**config.mk**
```make
export PLATFORM = sky130hd
export DESIGN_NAME = page_write_latch
export DESIGN_NICKNAME = d
export VERILOG_FILES = /design/src/rtl/pwl_pkg.sv /design/src/rtl/pwl_latch.sv /design/src/rtl/pwl_timer.sv /design/src/rtl/pwl_ctrl.sv /design/src/rtl/page_write_latch.sv
export SDC_FILE = /design/constraint.sdc
export NUM_CORES = 1
export LEC_CHECK = 0
export BUFFER_PORTS_ARGS = -buffer_cell sky130_fd_sc_hd__buf_4
export CAP_MARGIN = 10
export CORE_MARGIN = 4
export CORE_UTILIZATION = 55
export DETAILED_ROUTE_END_ITERATION = 10
export GPL_TIMING_DRIVEN = 0
export PLACE_DENSITY_LB_ADDON = 0.25
export REMOVE_ABC_BUFFERS = 1
export SKIP_LAST_GASP = 1
export SYNTH_ARGS = -nofsm -noshare
export SYNTH_HDL_FRONTEND = slang
export SYNTH_HIERARCHICAL = 1
export SYNTH_SLANG_ARGS = --single-unit
```
**constraint.sdc**
```tcl
create_clock -name clk -period 3.1 [get_ports clk]
set_input_delay 0.155 -clock clk [delete_from_list [all_inputs] [get_ports clk]]
set_output_delay 0.155 -clock clk [all_outputs]
set_load 0.01 [all_outputs]
```
**src/rtl/pwl_pkg.sv**
```systemverilog
package pwl_pkg;

    typedef enum logic [1:0] {
        ST_IDLE  = 2'd0,
        ST_WAIT  = 2'd1,
        ST_SWEEP = 2'd2
    } pwl_state_e;

endpackage

```
**src/rtl/pwl_latch.sv**
```systemverilog
module pwl_latch #(
    parameter int PAGE_BYTES = 32,
    parameter int DATA_W     = 8,
    localparam int OFF_W     = $clog2(PAGE_BYTES)
) (
    input  logic                  clk,
    input  logic                  rst_n,
    input  logic                  wr_en,
    input  logic [OFF_W-1:0]      wr_off,
    input  logic [DATA_W-1:0]     wr_data,
    input  logic                  clr,
    input  logic [OFF_W-1:0]      rd_off,
    output logic [DATA_W-1:0]     rd_data,
    output logic [PAGE_BYTES-1:0] mask
);

    logic [PAGE_BYTES-1:0] mask_d, mask_q;
    logic [DATA_W-1:0]     data_q [PAGE_BYTES];

    // Valid-flag next state: a clear wins over a store.
    always_comb begin
        mask_d = mask_q;
        if (clr) begin
            mask_d = '0;
        end else if (wr_en) begin
            mask_d[wr_off] = 1'b1;
        end
    end

    always_ff @(posedge clk or negedge rst_n) begin
        if (!rst_n) begin
            mask_q <= '0;
        end else begin
            mask_q <= mask_d;
        end
    end

    // One byte register per page position.
    for (genvar g = 0; g < PAGE_BYTES; g++) begin : g_byte
        always_ff @(posedge clk) begin
            if (wr_en && !clr && (wr_off == OFF_W'(g))) begin
                data_q[g] <= wr_data;
            end
        end
    end

    assign rd_data = data_q[rd_off];
    assign mask    = mask_q;

endmodule

```
**src/rtl/pwl_timer.sv**
```systemverilog
module pwl_timer #(
    parameter int CYCLE_CLKS = 40,
    localparam int CNT_W     = $clog2(CYCLE_CLKS + 1)
) (
    input  logic clk,
    input  logic rst_n,
    input  logic start,
    output logic done
);

    typedef struct packed {
        logic             run;
        logic [CNT_W-1:0] cnt;
    } tmr_t;

    tmr_t d, q;

    assign done = q.run && (q.cnt == CNT_W'(CYCLE_CLKS - 1));

    always_comb begin
        d = q;
        if (start) begin
            d.run = 1'b1;
            d.cnt = '0;
        end else if (done) begin
            d.run = 1'b0;
            d.cnt = '0;
        end else if (q.run) begin
            d.cnt = q.cnt + 1'b1;
        end
    end

    always_ff @(posedge clk or negedge rst_n) begin
        if (!rst_n) begin
            q <= '0;
        end else begin
            q <= d;
        end
    end

endmodule

```
**src/rtl/pwl_ctrl.sv**
```systemverilog
module pwl_ctrl
    import pwl_pkg::*;
#(
    parameter int ADDR_W     = 14,
    parameter int PAGE_BYTES = 32,
    localparam int OFF_W     = $clog2(PAGE_BYTES),
    localparam int PAGE_W    = ADDR_W - OFF_W
) (
    input  logic                  clk,
    input  logic                  rst_n,
    input  logic                  addr_load,
    input  logic [ADDR_W-1:0]     start_addr,
    input  logic                  byte_vld,
    input  logic                  commit,
    input  logic                  abort,
    input  logic                  inhibit,
    input  logic [PAGE_BYTES-1:0] mask,
    input  logic                  tmr_done,
    output logic                  lat_wr,
    output logic [OFF_W-1:0]      lat_off,
    output logic                  lat_clr,
    output logic [OFF_W-1:0]      sweep_off,
    output logic                  tmr_start,
    output logic                  busy,
    output logic                  mem_we,
    output logic [ADDR_W-1:0]     mem_addr
);

    typedef struct packed {
        pwl_state_e        st;
        logic [PAGE_W-1:0] page;
        logic [OFF_W-1:0]  off;
        logic [OFF_W-1:0]  idx;
    } ctrl_t;

    ctrl_t d, q;

    always_comb begin
        d         = q;
        lat_wr    = 1'b0;
        lat_clr   = 1'b0;
        tmr_start = 1'b0;
        unique case (q.st)
            ST_IDLE: begin
                if (abort) begin
                    lat_clr = 1'b1;
                end else if (commit) begin
                    if ((|mask) && !inhibit) begin
                        d.st      = ST_WAIT;
                        d.idx     = '0;
                        tmr_start = 1'b1;
                    end else begin
                        lat_clr = 1'b1;
                    end
                end else if (addr_load) begin
                    d.page  = start_addr[ADDR_W-1:OFF_W];
                    d.off   = start_addr[OFF_W-1:0];
                    lat_clr = 1'b1;
                end else if (byte_vld) begin
                    lat_wr = 1'b1;
                    d.off  = (q.off == OFF_W'(PAGE_BYTES - 1)) ? '0 : q.off + 1'b1;
                end
            end
            ST_WAIT: begin
                if (tmr_done) begin
                    d.st  = ST_SWEEP;
                    d.idx = '0;
                end
            end
            ST_SWEEP: begin
                if (q.idx == OFF_W'(PAGE_BYTES - 1)) begin
                    d.st    = ST_IDLE;
                    lat_clr = 1'b1;
                end else begin
                    d.idx = q.idx + 1'b1;
                end
            end
            default: d.st = ST_IDLE;
        endcase
    end

    always_ff @(posedge clk or negedge rst_n) begin
        if (!rst_n) begin
            q <= '{st: ST_IDLE, page: '0, off: '0, idx: '0};
        end else begin
            q <= d;
        end
    end

    assign lat_off   = q.off;
    assign sweep_off = q.idx;
    assign busy      = (q.st != ST_IDLE);
    assign mem_we    = (q.st == ST_SWEEP) && mask[q.idx];
    assign mem_addr  = {q.page, q.idx};

endmodule

```
**src/rtl/page_write_latch.sv**
```systemverilog
module page_write_latch #(
    parameter int ADDR_W     = 14,
    parameter int DATA_W     = 8,
    parameter int PAGE_BYTES = 32,
    parameter int CYCLE_CLKS = 40
) (
    input  logic              clk,
    input  logic              rst_n,
    input  logic              addr_load,
    input  logic [ADDR_W-1:0] start_addr,
    input  logic              byte_vld,
    input  logic [DATA_W-1:0] byte_data,
    input  logic              commit,
    input  logic              abort,
    input  logic              inhibit,
    output logic              mem_we,
    output logic [ADDR_W-1:0] mem_addr,
    output logic [DATA_W-1:0] mem_wdata,
    output logic              busy
);

    localparam int OFF_W = $clog2(PAGE_BYTES);

    logic                  lat_wr, lat_clr, tmr_start, tmr_done;
    logic [OFF_W-1:0]      lat_off, sweep_off;
    logic [PAGE_BYTES-1:0] mask;

    pwl_ctrl #(
        .ADDR_W     (ADDR_W),
        .PAGE_BYTES (PAGE_BYTES)
    ) u_ctrl (
        .clk        (clk),
        .rst_n      (rst_n),
        .addr_load  (addr_load),
        .start_addr (start_addr),
        .byte_vld   (byte_vld),
        .commit     (commit),
        .abort      (abort),
        .inhibit    (inhibit),
        .mask       (mask),
        .tmr_done   (tmr_done),
        .lat_wr     (lat_wr),
        .lat_off    (lat_off),
        .lat_clr    (lat_clr),
        .sweep_off  (sweep_off),
        .tmr_start  (tmr_start),
        .busy       (busy),
        .mem_we     (mem_we),
        .mem_addr   (mem_addr)
    );

    pwl_latch #(
        .PAGE_BYTES (PAGE_BYTES),
        .DATA_W     (DATA_W)
    ) u_latch (
        .clk     (clk),
        .rst_n   (rst_n),
        .wr_en   (lat_wr),
        .wr_off  (lat_off),
        .wr_data (byte_data),
        .clr     (lat_clr),
        .rd_off  (sweep_off),
        .rd_data (mem_wdata),
        .mask    (mask)
    );

    pwl_timer #(
        .CYCLE_CLKS (CYCLE_CLKS)
    ) u_timer (
        .clk   (clk),
        .rst_n (rst_n),
        .start (tmr_start),
        .done  (tmr_done)
    );

endmodule

```
* Word level (Yosys, flattened, before mapping)
Memories as Yosys holds them, arrays and structs flattened.
Cells that the tools add are included.
** Operators by class
- Reductions and logical operators :: 83
- Multiplexer cells :: 198
- Bitwise logic cells :: 3
- Equal/unequal tests :: 41
- Add/sub/neg operators :: 3
- Order comparisons :: 3
** Operators by type and width (count)
- $mux 8 :: 31
- $reduce_or 8->1 :: 31
- $mux 5 :: 38
- $mux 1 :: 112
- $eq 5x5->1 const B :: 17
- $mux 32 :: 2
- $eq 5x4->1 const B :: 8
- $logic_and 1x1->1 :: 37
- $or 32x32->32 :: 1
- $reduce_or 32->1 :: 1
- $mux 21 :: 1
- $eq 5x3->1 const B :: 4
- $pmux 5 s3 :: 1
- $mux 14 :: 1
- $lt 5x6->1 const B :: 2
- $mux 6 :: 2
- $add 5x1->5 const B :: 2
- $eq 5x2->1 const B :: 2
- $mux 9 :: 1
- $mux 2 :: 4
- $ne 2x2->1 const B :: 4
- $reduce_and 4->1 :: 2
- $reduce_bool 2->1 :: 4
- $mux 7 :: 1
- other kinds (18) :: 22
** Storage, ports and cells
- Output and inout bits :: 24
- RAM bits :: 256
- Register bits after elaboration :: 60
- Bits of input ports :: 29
- Memories kept :: 1
- Word-level logic and storage cells :: 339
** Memories
- u_latch.data_q :: words 32, bits a word 8, rd ports 1, clocked after Yosys merged registers in 0, write ports 1, RTL line pwl_latch.sv:18 : logic [DATA_W-1:0] data_q [PAGE_BYTES];

* Logic depth before layout (Yosys ltp)
Gate-level depths: netlist (run 1).
- Word-level depth :: 43
- Mapped depth :: 10
- Depth with buffers taken out :: 8

* Modules after synthesis
The synthesis (run 1) kept the hierarchy.
** Modules (own cells, without submodules)
- pwl_latch :: area each 11086.9 sq um, sequential area each 8488.1 sq um, times used 1, cells each 521
- pwl_ctrl :: area each 1692.9 sq um, sequential area each 525.5 sq um, times used 1, cells each 162
- pwl_timer :: area each 384.1 sq um, sequential area each 175.2 sq um, times used 1, cells each 37

* Least setup slack after synthesis (run 1)
Ideal clock, no wire load.
- Path kind :: register to register
- From :: register u_ctrl/q[19] in the netlist's numbering
- To :: memory u_latch.data_q[12][0], enable pin
- Data required time :: 2.730 ns
- Cell stages (with the launch flop) :: 10
- Setup slack :: 0.070 ns
- Clock period less this slack :: 3.030 ns
- Data arrival time :: 2.660 ns
- Setup time :: 0.370 ns
- Buffers on the path :: 2
- Cell sequence :: dfrtp_1 -> inv_1 -> ha_1 -> inv_1 -> nor3_1 -> and3b_1 -> or4b_2 -> clkbuf_1 -> clkbuf_1 -> nor2_1
** Between the ends
- Elaborated cells between the ends (all ways) :: 195
- Those cells by class :: eq/ne: 1; mux: 128; reduce/logical: 66
** RTL lines
- start: declaration :: RTL line pwl_ctrl.sv:36 : ctrl_t d, q;
- start signal: assignment :: RTL line pwl_ctrl.sv:84 : q <= '{st: ST_IDLE, page: '0, off: '0, idx: '0};
- $logic_not 2->1 * :: RTL line pwl_ctrl.sv:43 : unique case (q.st)
- $mux 1 * :: RTL line pwl_ctrl.sv:43
- net lat_wr :: RTL line page_write_latch.sv:24 : logic lat_wr, lat_clr, tmr_start, tmr_done;
- $logic_and 1x1->1 * :: RTL line pwl_latch.sv:41 : if (wr_en && !clr && (wr_off == OFF_W'(g))) begin
- $logic_and 1x1->1 :: RTL line pwl_latch.sv:41
- $mux 1 :: RTL line pwl_latch.sv:41
- $mux 1 (not written as such) :: RTL line pwl_latch.sv:42 : data_q[g] <= wr_data;
- $reduce_or 8->1 (no source line)
- $mux 5 (no source line) / $mux 1 (equally long branches) (31 in a row)
- end: declaration :: RTL line pwl_latch.sv:18
Mark *: on every way through the listed nets, which the timed path passes. The rest lies on a longest branch.

* Final worst setup path (run 1)
- From :: register u_ctrl.q, in the netlist u_ctrl/sweep_off[1]
- To :: output port mem_wdata[2]
** Between the ends
- Cells in the longest elaborated chain, start to end :: 1
** Ends and longest elaborated chain
- $mem_v2 32x8
- end: declaration :: RTL line page_write_latch.sv:18 : output logic [DATA_W-1:0] mem_wdata,
No other way between the ends.

==> run metrics, run 1 <==
status=finished, final reports clean; worst min-delay path class=in2reg; Most used DFF post-synth=edfxtp_1; die span in y=163 µm; dpl hpwl=16300 µm; Mean Syn Cell Area=18.3 µm²; yosys synthesis warning count=6; Max Slew Vio Count=0; worst flop-to-flop path endpoint=u_latch/data_q[28][5]$_DFFE_PP_; post-synthesis register bit count=316; gr usage total=21.9%; die width=163 µm; RSZ-0062 raised after global routing=yes; FF-to-FF path depth=10; Antenna Violating Nets Remaining=0; std cell rows=56; TritonCTS Sinks=316; Post-Synth XOR/XNOR Area=0.133%; # DRC=0; post-synthesis sequential area ratio=69.8%; Pleak=5.49 nW; final RePlAce weighted congestion=0.786; worst-path maximum fanout=11; area grow syn2layout=19.2%; Setup TNS Final=0 ns; fillers=1542; multiplexer share of the synthesized area=17.4%; clk_skew=0.0150 ns; initial DRC count=603; final core utilization=66.7%; Clock Latency Late Sink=0.54 ns; Core Area=23500 µm²; maximum vdd drop=0.418 mV; Min-Delay Startpoint=addr_load; first-pass GRT wire length=43600 µm; Crit Path Class=reg2out; CP Capture Type=output pin; CP Data Arrival Time=2.91 ns; Synth Area in Simple Gates=4.26%; Min-Delay Endpoint=u_ctrl/lat_off[3]$_DFFE_PN0P_; Crit Reg-Reg Startpoint=u_ctrl/sweep_off[1]$_DFFE_PN0P_; routed len/inst=25.1 µm; minimum clock period=3.07 ns; largest net degree at the start of global routing=66; worst hold margin=0.0235 ns; Final WS setup=0.0336 ns; asr flop ratio synth=19.0%; Mapped Cells=720; Data required, critical path=2.94 ns; post-synthesis adder-cell area fraction=0.855%; Synth Area in Compound Gates=3.31%; Slowest cell on crit path=mux4_2; worst slew pin tran=0.803 ns; Largest stage delay, worst path=0.56 ns; Vias=7076; Setup violations, final=0; number of flops mapped to enable cells by yosys=256; die area=26500 µm²; final period utilization=98.9%; Hold Vio Cnt, Final=0; largest family of logic cells by synthesized area=multiplexers; worst-path cell chain=buf_4 > buf_16 > mux4_2 > mux4_2 > mux2_2 > buf_4; Yosys top cell by area=edfxtp_1; antenna diode count=0; Peak Freq=326 MHz; Setup crit start kind=register; CTS tree=yes; layout cell share with drive strength beyond 1=36.6%; initial antenna violation count=0; H-Tree Depth=1; reg2reg setup slack=0.14 ns; CTS Buf Count=31; Mapped Area=13200 µm²; IO Pins=53; Clk Tree Root Cell=clkbuf_16; initial core utilization=55.9%; Final Net Count=845; drt first pass iters=4; clock-pin slew of the registers on the worst-case setup and hold paths=0.06 ns; Synth top area share=58.4%; dpl ws=-1.22 ns; vias in the first global route=7446; max-capacitance violation count=0; Tot Pwr=0.0117 W; Vias/cell=6.16; IO Port Bufs=52; pwr dens=744 nW/µm²; Area contributors post-synth=edfxtp_1, mux4_2, dfrtp_1, buf_4, mux2_2; Routed WL=28800 µm; Cells on Worst Hold Path=3; grt total ovfl=0; Max Buffers Root-to-Sink=3; Slew HR=46.5%; synth unique cells=55
-- flip-flops by register name, summed over array words and instances, names as in the netlist --
name,count
u_latch/data_q,256
u_latch/mask,32
u_ctrl/mem_addr,9
u_timer/q,7
u_ctrl/lat_off,5
u_ctrl/sweep_off,5
u_ctrl/q,2
-- cells by family (layout without fill, tap and decap cells) --
logic type,count (synthesis),count (layout)
fa+ha+maj,9,9
compound gates,68,68
simple gates,103,103
mux,113,113
flops,316,316
buf+inv,109,219
xor+xnor,2,2
-- area by class of cell --
class,instances,area [µm²],area share [%]
clock inverters,10,95.1,0.606
clock buffers,46,892,5.68
multi-input cells,295,3680,23.4
inverters,42,158,1.00
repair buffers,121,1270,8.08
well taps,319,399,2.54
flip-flops and latches,316,9200,58.6
-- per-stage QoR --
stage                     instance area [µm²]  cells
final                                   15700   1149
after global routing                    15700   1149
after CTS                               15500   1136
after detailed placement                13700   1027
after global placement                  13600   1024
after floorplan                         12800    653
-- worst max-delay path, delay by kind of cell (launching register included) --
| family | cells | cell delay, ns |
|---|---|---|
| buffers and inverters | 3 | 0.50 |
| flip-flops | 1 | 0.49 |
| multiplexers | 3 | 1.37 |
-- power breakdown --
| group | internal (W) | switching [W] |
|---|---|---|
| clock network | 0.00214 | 0.00145 |
| registers | 0.00469 | 0.000234 |
| logic | 0.00172 | 0.00144 |
| total | 0.00855 | 0.00313 |
-- how the worst max path moves through the flow --
stage	from	to
2_1_floorplan	u_ctrl/sweep_off[1]$_DFFE_PN0P_	u_latch/data_q[17][0]$_DFFE_PP_
3_3_place_gp	u_ctrl/sweep_off[1]$_DFFE_PN0P_	u_latch/data_q[9][1]$_DFFE_PP_
3_5_place_dp	u_ctrl/sweep_off[0]$_DFFE_PN0P_	u_latch/data_q[9][1]$_DFFE_PP_
4_1_cts	u_ctrl/sweep_off[1]$_DFFE_PN0P_	mem_we
5_1_grt	u_ctrl/sweep_off[1]$_DFFE_PN0P_	mem_wdata[2]
6_report	u_ctrl/sweep_off[1]$_DFFE_PN0P_	mem_wdata[2]
-- cell usage in the layout (no fill, tap or decap), types with 7 or more instances in the layout --
master / netlist / final
inv_1: 42 / 42
a21oi_1: 8 / 8
nor4_1: 9 / 9
buf_12: 0 / 16
dlygate4sd3_1: 0 / 15
ha_1: 9 / 9
and3_1: 7 / 7
nor2_4: 0 / 24
clkbuf_1: 23 / 9
mux2_2: 20 / 20
clkbuf_16: 0 / 33
nand2_1: 9 / 8
mux4_2: 82 / 82
nor2_1: 40 / 8
dfrtp_1: 60 / 56
edfxtp_1: 256 / 256
o21ai_0: 12 / 11
o22ai_1: 32 / 32
buf_4: 31 / 82
mux4_1: 7 / 7
nor2_2: 0 / 8
-- cell usage after synthesis, types with 2 or more instances --
| cell | number |
|---|---|
| inv_1 | 42 |
| clkbuf_1 | 23 |
| ha_1 | 9 |
| o22ai_1 | 32 |
| mux4_1 | 7 |
| buf_1 | 6 |
| nor3_1 | 4 |
| buf_2 | 4 |
| nand4_1 | 4 |
| or3b_2 | 2 |
| a211oi_1 | 2 |
| and3_1 | 7 |
| nand2_1 | 9 |
| xor2_1 | 2 |
| dfrtp_1 | 60 |
| edfxtp_1 | 256 |
| nand3_1 | 5 |
| buf_6 | 3 |
| nor3b_1 | 4 |
| o211ai_1 | 2 |
| nor4_1 | 9 |
| mux2i_1 | 4 |
| o21ai_0 | 12 |
| buf_4 | 31 |
| or2_2 | 2 |
| a21oi_1 | 8 |
| mux4_2 | 82 |
| nor2_1 | 40 |
| mux2_2 | 20 |
| nand3b_1 | 3 |
| nand4bb_1 | 2 |
-- timing repair --
item / in CTS / in global routing
cloned: 1 / 2
pin swaps: 16 / 2
setup endpoints to repair: 297 / 137
endpoints found under the hold margin: 74 / 0
setup buffers: 37 / 11
gates resized for setup: 63 / 7
hold buffers: 15 / 0
-- layer usage --
| metal | vias up | global-route usage [%] | part of all wire [%] |
|---|---|---|---|
| li1 | 3028 | - | - |
| met1 | 3713 | 29.7 | 39 |
| met2 | 283 | 37.8 | 52 |
| met3 | 52 | 3.47 | 7.1 |
| met4 | 0 | 5.45 | 2.2 |
| met5 | - | 0 | 0 |
(Power assumes the default switching activity.)
==> run 2: changes to the inputs <==
- ABC_AREA: default -> 1
- CORE_UTILIZATION: 55 -> 56
==> run 2 against run 1 <==
  * Routed wire length is 15% higher
  * Final cell count is 50% higher
  * Sequential share of layout area is 1.8 points lower
  * Clock power is 14% higher
  * Register-to-register slack better by 0.07 ns
  * Critical endpoint is now mem_wdata[1]
  * Largest cell class unchanged
==> run metrics, run 2 <==
maximum vdd drop=0.674 mV (was 0.418 mV); Data required, critical path=2.94 ns (about the same); Peak Freq=345 MHz (was 326 MHz); dpl hpwl=17900 µm (was 16300 µm); final RePlAce weighted congestion=0.808 (was 0.786); Routed WL=33100 µm (was 28800 µm); worst min-delay path class=in2reg (unchanged); IO Pins=53 (unchanged); initial core utilization=57.3% (was 55.9%); Psw=0.00236 W (was 0.00313 W); die area=27600 µm² (was 26500 µm²); fillers=1766 (was 1542); Pleak=6.18 nW (was 5.49 nW); CP Data Arrival Time=2.75 ns (was 2.91 ns); asr flop ratio synth=19.0% (unchanged); most common cell after layout, fill and taps aside=nand2_1 (was edfxtp_1); die width=166 µm (was 163 µm); drt first pass iters=6 (was 4); status=finished, final reports clean (unchanged); Area contributors post-synth=edfxtp_1, nand2_1, dfrtp_1, nand3_1, nor2_1 (was edfxtp_1, mux4_2, dfrtp_1, buf_4, mux2_2); vias in the first global route=9572 (was 7446); Slowest cell on crit path=dfrtp_2 (was mux4_2); Most used DFF post-synth=edfxtp_1 (unchanged); # DRC=0 (unchanged); first-pass GRT wire length=51200 µm (was 43600 µm); Max Slew Vio Count=0 (unchanged); die span in y=166 µm (was 163 µm); Synth top cells by count=nand2_1, edfxtp_1, nand3_1 (was edfxtp_1, mux4_2, dfrtp_1); routed len/inst=19.2 µm (was 25.1 µm); Vias/cell=5.75 (was 6.16); area grow syn2layout=15.5% (was 19.2%); max-capacitance violation count=0 (unchanged); initial antenna violation count=0 (unchanged); layout cell share with drive strength beyond 1=13.6% (was 36.6%); TritonCTS Sinks=316 (unchanged); Final Net Count=1418 (was 845); RSZ-0062 raised after global routing=no (was yes); Mapped Cells=1337 (was 720); cell mode on critical path=nand2_1; Hold Vio Cnt, Final=0 (unchanged); std cell rows=57 (was 56); H-Tree Depth=2 (was 1); Clk Tree Root Cell=clkbuf_16 (unchanged); Setup crit start kind=register (unchanged); Reg power frac=48.9% (was 42.2%); clock share of power=41.3% (was 30.7%); Slew HR=49.0% (was 46.5%); antenna diode count=0 (unchanged); gr usage total=23.2% (was 21.9%); Antenna Violating Nets Remaining=0 (unchanged); final core utilization=66.2% (was 66.7%); worst-path maximum fanout=26 (was 11); final period utilization=93.6% (was 98.9%); minimum clock period=2.90 ns (was 3.07 ns); commonest cells after routing, fill and taps aside=nand2_1, edfxtp_1, nand3_1, inv_1, buf_4 (was edfxtp_1, buf_4, mux4_2, dfrtp_1, inv_1); max FFs per register=256 (unchanged); Setup violations, final=0 (unchanged); CTS tree=yes (unchanged); yosys synthesis warning count=6 (unchanged); Mean Syn Cell Area=10.5 µm² (was 18.3 µm²); Clock Latency Late Sink=0.51 ns (was 0.54 ns); Largest stage delay, worst path=0.65 ns (was 0.56 ns); number of flops mapped to enable cells by yosys=256 (unchanged); synth unique cells=35 (was 55); clk_skew=0.0142 ns (was 0.0150 ns); CTS Buf Count=34 (was 31); initial DRC count=913 (was 603); Synth top area share=54.9% (was 58.4%); Yosys top cell by area=edfxtp_1 (unchanged); P_int=0.00754 W (was 0.00855 W); Max Buffers Root-to-Sink=3 (unchanged); worst slew pin tran=0.762 ns (was 0.803 ns); clock-pin slew of the registers on the worst-case setup and hold paths=0.06 ns (about the same); count leader, synth=nand2_1 (was edfxtp_1); largest net degree at the start of global routing=78 (was 66); sw frac=23.9% (was 26.8%); pwr dens=612 nW/µm² (was 744 nW/µm²); post-synthesis sequential area ratio=65.6% (was 69.8%); Mapped Area=14000 µm² (was 13200 µm²); grt total ovfl=0 (unchanged); Top reg by flops=u_latch/data_q (unchanged); dpl cells=1628 (was 1027); Crit Path Class=reg2out (unchanged); Core Area=24500 µm² (was 23500 µm²); post-synthesis register bit count=316 (unchanged); IO Port Bufs=52 (unchanged); CP Capture Type=output pin (unchanged); Layout Cells excl Fill=1726 (was 1149); Comb pwr share=9.9% (was 27.1%); worst-path cell chain=buf_12 > clkinvlp_4 > nand3_1 > nand2_1 > nand2_1 > nand2_1 > nand2_1 > nand2_1 > buf_4 (was buf_4 > buf_16 > mux4_2 > mux4_2 > mux2_2 > buf_4); Vias=9919 (was 7076)
run 2: cell count changes after synthesis, moves of 7 or more:
cell / before / now
nand2_1: 9 / 453
nand3_1: 5 / 226
mux4_2: 82 / 0
nor2_1: 40 / 81
buf_6: 3 / 26
inv_1: 42 / 64
buf_2: 4 / 21
clkbuf_1: 23 / 12
mux2_2: 20 / 9
nor4_1: 9 / 0
and3_1: 7 / 0
mux4_1: 7 / 0
run 2: worst max-delay path, delay by kind of cell, from the launching register on:
| kind | cells | cell delay, ns |
|---|---|---|
| buffers and inverters | 3 | 0.85 |
| and+or+nand+nor | 6 | 0.71 |
| DFF | 1 | 0.65 |
run 2: final timing paths:
path	start	to	slack, ns	depth (start not counted)
max in group asynchronous	rst_n	u_ctrl/sweep_off[1]$_DFFE_PN0P_	2.29	2
max reg2reg	u_ctrl/sweep_off[0]$_DFFE_PN0P_	u_latch/data_q[25][7]$_DFFE_PP_	0.21	9
min	addr_load	u_ctrl/lat_off[0]$_DFFE_PN0P_	0.04	3
min in group asynchronous	rst_n	u_ctrl/sweep_off[0]$_DFFE_PN0P_	0.26	2
min reg2reg	u_ctrl/mem_addr[5]$_DFFE_PN0P_	u_ctrl/mem_addr[5]$_DFFE_PN0P_	0.51	1
max	u_ctrl/sweep_off[2]$_DFFE_PN0P_	mem_wdata[1]	0.20	9
run 2: routing by layer:
layer | track usage (%) | vias to the layer above | share of wire, %
li1 | - | 4621 | -
met1 | 31.1 | 4797 | 40
met4 | 8.61 | 0 | 2.7
met5 | 0 | - | 0
met2 | 38.5 | 436 | 49
met3 | 3.93 | 65 | 7.6
run 2: repair_timing:
item,in CTS,in global routing
cloned,1,0
setup endpoints to repair,297,255
gates resized for setup,77,2
pin swaps,9,1
hold buffers,20,0
buffers inserted,16,3
hold endpoints to repair,75,0
run 2: logic make-up after synthesis:
kind of cell,count (synthesis),share of synthesized area [%]
AOI/OAI and AO/OA,58,2.48
xor gates and xnor gates,1,0.0625
adders and majority gates,9,0.804
buffers and inverters,159,6.62
DFF,316,65.6
muxes,9,0.723
and+or+nand+nor,785,23.7
run 2: power groups by stage:
| stage | sequential [W] | clock, W | combinational (W) |
|---|---|---|---|
| floorplan | 0.00492 | 0 | 0.000473 |
| finish | 0.00484 | 0.00409 | 0.000978 |
| global placement | 0.00491 | 0 | 0.000797 |
| global route | 0.00486 | 0.00432 | 0.00107 |
| CTS | 0.00484 | 0.00414 | 0.000959 |
| detailed placement | 0.00492 | 0 | 0.000822 |
run 2: cell type report:
class / count / area, µm² / share of cell area, %
tap: 324 / 405 / 2.50
timing repair buffer: 96 / 985 / 6.08
timing repair inverter: 1 / 7.51 / 0.0464
clock inverter: 11 / 155 / 0.959
sequential: 316 / 9200 / 56.8
clock buffer: 47 / 973 / 6.01
inverter: 69 / 275 / 1.70
multi-input combinational: 862 / 4180 / 25.9
run 2: per-stage QoR:
step | setup TNS [ns] | worst slack, ns | hold WS, ns | cell area, µm² | power (W)
floorplan | -527.49 | -1.88 | -0.141 | 13300 | 0.00539
global placement | -1305.56 | -5.67 | 0.273 | 14100 | 0.00571
detailed placement | -398.37 | -1.61 | 0.277 | 14300 | 0.00574
CTS | -0.00549 | -0.00419 | 0.00189 | 16100 | 0.00994
global route | 0 | 0.0281 | 0.0557 | 16200 | 0.0103
finish | 0 | 0.199 | 0.0449 | 16200 | 0.00991
==> run 3: changes to the inputs <==
- PLACE_DENSITY: default -> 0.76
- PLACE_DENSITY_LB_ADDON: 0.25 -> default
==> run 3 against run 2 <==
  * Clock power decreased by 8.3%
  * Setup slack got worse by 0.019 ns
  * Flip-flop and latch count unchanged
  * Worst hold slack got worse by 0.024 ns
  * Global-route usage decreased by 0.17 points
  * Combinational power increased by 5%
  * Design area decreased by 0.34%
  * Critical path depth increased by 1
  * Via count increased by 1.1%
  * Utilization decreased by 0.23 points
  * Critical path type is now reg2reg
  * Critical endpoint is now u_latch/data_q[0][1]$_DFFE_PP_
  * Highest routed layer unchanged
==> run metrics, run 3 (same netlist as run 2, synthesis figures left out) <==
area grow syn2layout=15.1% (was 15.5%); Crit Reg-Reg Startpoint=u_ctrl/sweep_off[0]$_DFFE_PN0P_ (unchanged); Setup TNS Final=0 ns (unchanged); status=finished, final reports clean (unchanged); routed len/inst=19.1 µm (was 19.2 µm); Clock Latency Late Sink=0.55 ns (was 0.51 ns); clk_skew=0.0124 ns (was 0.0142 ns); grt total ovfl=0 (unchanged); Layout Cells excl Fill=1732 (was 1726); worst path bufs/invs=1 (was 3); commonest cells after routing, fill and taps aside=nand2_1, edfxtp_1, nand3_1, buf_4, inv_1 (was nand2_1, edfxtp_1, nand3_1, inv_1, buf_4); drt first pass iters=5 (was 6); die span in y=166 µm (unchanged); dpl cells=1627 (was 1628); worst flop-to-flop path endpoint=u_latch/data_q[0][1]$_DFFE_PP_ (was u_latch/data_q[25][7]$_DFFE_PP_); largest net degree at the start of global routing=69 (was 78); # DRC=0 (unchanged); max-capacitance violation count=0 (unchanged); pwr dens=597 nW/µm² (was 612 nW/µm²); Comb pwr share=10.7% (was 9.9%); multi-input combinational cell area=4180 µm² (unchanged); RSZ-0062 raised after global routing=no (unchanged); final period utilization=94.2% (was 93.6%); most common cell after layout, fill and taps aside=nand2_1 (unchanged); Largest stage delay, worst path=0.63 ns (was 0.65 ns); std cell rows=57 (unchanged); Slew HR=47.4% (was 49.0%); Min-Delay Endpoint=u_ctrl/lat_off[3]$_DFFE_PN0P_ (was u_ctrl/lat_off[0]$_DFFE_PN0P_); Setup violations, final=0 (unchanged); final RePlAce weighted congestion=0.816 (was 0.808); Top reg by flops=u_latch/data_q (unchanged); die area=27600 µm² (unchanged); Antenna Violating Nets Remaining=0 (unchanged); Cells on Worst Hold Path=4 (was 3); FF-to-FF path depth=10 (was 9); Peak Freq=342 MHz (was 345 MHz); Hold Vio Cnt, Final=0 (unchanged); minimum clock period=2.92 ns (was 2.90 ns); Vias=10.0k (was 9919); layout cell share with drive strength beyond 1=14.3% (was 13.6%); clock share of power=38.9% (was 41.3%); IO Port Bufs=52 (unchanged); reg2reg setup slack=0.18 ns (was 0.21 ns); initial antenna violation count=0 (unchanged); Max Buffers Root-to-Sink=3 (unchanged); dpl ws=-1.59 ns (was -1.61 ns); TritonCTS Sinks=316 (unchanged); Min-Delay Startpoint=byte_vld (was addr_load); Final Net Count=1422 (was 1418); max FFs per register=256 (unchanged); worst slew pin tran=0.789 ns (was 0.762 ns); Clk Tree Root Cell=clkbuf_16 (unchanged); maximum vdd drop=0.470 mV (was 0.674 mV); clock-pin slew of the registers on the worst-case setup and hold paths=0.07 ns (was 0.06 ns); sw frac=24.9% (was 23.9%); fillers=1808 (was 1766); gr usage total=23.0% (was 23.2%); CTS tree=yes (unchanged); P_int=0.00723 W (was 0.00754 W); Data required, critical path=3.32 ns (was 2.94 ns); IO Pins=53 (unchanged); Pleak=6.17 nW (was 6.18 nW); antenna diode count=0 (unchanged); CP Data Arrival Time=3.14 ns (was 2.75 ns); initial DRC count=1059 (was 913); Core Area=24500 µm² (unchanged); Reg area=9200 µm² (unchanged); worst-path cell chain=ha_1 > nand2_1 > nor2_1 > ha_1 > nand2_1 > nand2_4 > nor2_4 > nand3b_1 > buf_12 > nor2_4 (was buf_12 > clkinvlp_4 > nand3_1 > nand2_1 > nand2_1 > nand2_1 > nand2_1 > nand2_1 > buf_4); Max Slew Vio Count=0 (unchanged); first-pass GRT wire length=51100 µm (was 51200 µm); Routed WL=33100 µm (about the same); Vias/cell=5.79 (was 5.75); Setup crit start kind=register (unchanged); worst-path maximum fanout=33 (was 26); worst min-delay path class=in2reg (unchanged); Psw=0.00240 W (was 0.00236 W); H-Tree Depth=1 (was 2); Crit Path Class=reg2reg (was reg2out); CTS Buf Count=31 (was 34); CP Capture Type=register (was output pin); Slowest cell on crit path=dfrtp_4 (was dfrtp_2); vias in the first global route=10.1k (was 9572); initial core utilization=57.3% (unchanged); Top delay family on crit path=simple AND/OR/NAND/NOR gates (was buffers and inverters); dpl hpwl=17600 µm (was 17900 µm); Final WS setup=0.180 ns (was 0.199 ns); Reg power frac=50.4% (was 48.9%); die width=166 µm (unchanged)
## run 3: cell count changes in the layout (fill, tap and decap cells not counted), moves of 2 or more
| cell | delta |
|---|---|
| clkinv_2 | +10 |
| buf_4 | +5 |
| buf_12 | -2 |
| clkbuf_1 | -9 |
| clkinvlp_4 | +5 |
| clkbuf_16 | -7 |
| dlygate4sd3_1 | +4 |
## run 3: worst register-to-register path: stages (launching register included)
cell      delay [ns]
dfrtp_4         0.63
ha_1            0.28
nand2_1         0.08
nor2_1          0.06
ha_1            0.20
nand2_1         0.13
nand2_4         0.24
nor2_4          0.31
nand3b_1        0.16
buf_12          0.21
nor2_4          0.28
## run 3: power groups by stage
stage                     clock (W)  combinational [W]  sequential [W]
after detailed placement          0           0.000823         0.00492
after CTS                   0.00378           0.000995         0.00484
final                       0.00375            0.00103         0.00485
after floorplan                   0           0.000473         0.00492
after global routing        0.00398            0.00111         0.00487
after global placement            0           0.000789         0.00491
## run 3: metal layers
metal / vias up / global-route usage [%] / wire length, µm / part of all wire, %
li1: 4627 / - / - / -
met1: 4815 / 29.9 / 12900 / 39
met2: 495 / 39.9 / 16500 / 50
met3: 88 / 3.31 / 2660 / 8.0
met4: 0 / 8.32 / 1140 / 3.5
met5: - / 0 / 0 / 0
## run 3: timing repair
action                                  CTS  global route
endpoints found under the setup margin  297           206
hold buffers                             24             0
pin swaps                                 6             1
resized for setup                        78             3
endpoints found under the hold margin    75             0
buffers inserted                         19             3
cloned                                    1             1
## run 3: layout make-up
| type | count | share of cell area (%) |
|---|---|---|
| clock buffer | 32 | 4.89 |
| clock inverter | 25 | 1.47 |
| inverter | 69 | 1.72 |
| multi-input combinational | 862 | 25.9 |
| sequential | 316 | 57.0 |
| tap | 324 | 2.51 |
| timing repair buffer | 103 | 6.38 |
| timing repair inverter | 1 | 0.0465 |
## run 3: worst max-delay path by stage
stage / start / to / slack (ns) / cells after the start
6_report: u_ctrl/sweep_off[0]$_DFFE_PN0P_ / u_latch/data_q[0][1]$_DFFE_PP_ / 0.18 / 10
5_1_grt: u_ctrl/sweep_off[0]$_DFFE_PN0P_ / u_latch/data_q[0][1]$_DFFE_PP_ / 0.06 / 10
4_1_cts: u_ctrl/sweep_off[0]$_DFFE_PN0P_ / u_latch/data_q[17][5]$_DFFE_PP_ / 0.08 / 9
3_5_place_dp: u_ctrl/sweep_off[0]$_DFFE_PN0P_ / u_latch/data_q[6][4]$_DFFE_PP_ / -1.59 / 9
3_3_place_gp: u_ctrl/sweep_off[0]$_DFFE_PN0P_ / mem_wdata[2] / -5.28 / 10
2_1_floorplan: u_ctrl/sweep_off[0]$_DFFE_PN0P_ / mem_wdata[2] / -1.88 / 9
## run 3: stage by stage
step | total power (W) | hold WS (ns) | area (µm²) | utilization (%)
after detailed placement | 0.00574 | 0.273 | 14300 | 58.3
after CTS | 0.00962 | 0.000737 | 16100 | 65.6
final | 0.00963 | 0.0212 | 16100 | 65.9
after floorplan | 0.00539 | -0.141 | 13300 | -
after global routing | 0.00996 | 0.0276 | 16100 | 65.9
after global placement | 0.00570 | 0.275 | 14100 | 57.8
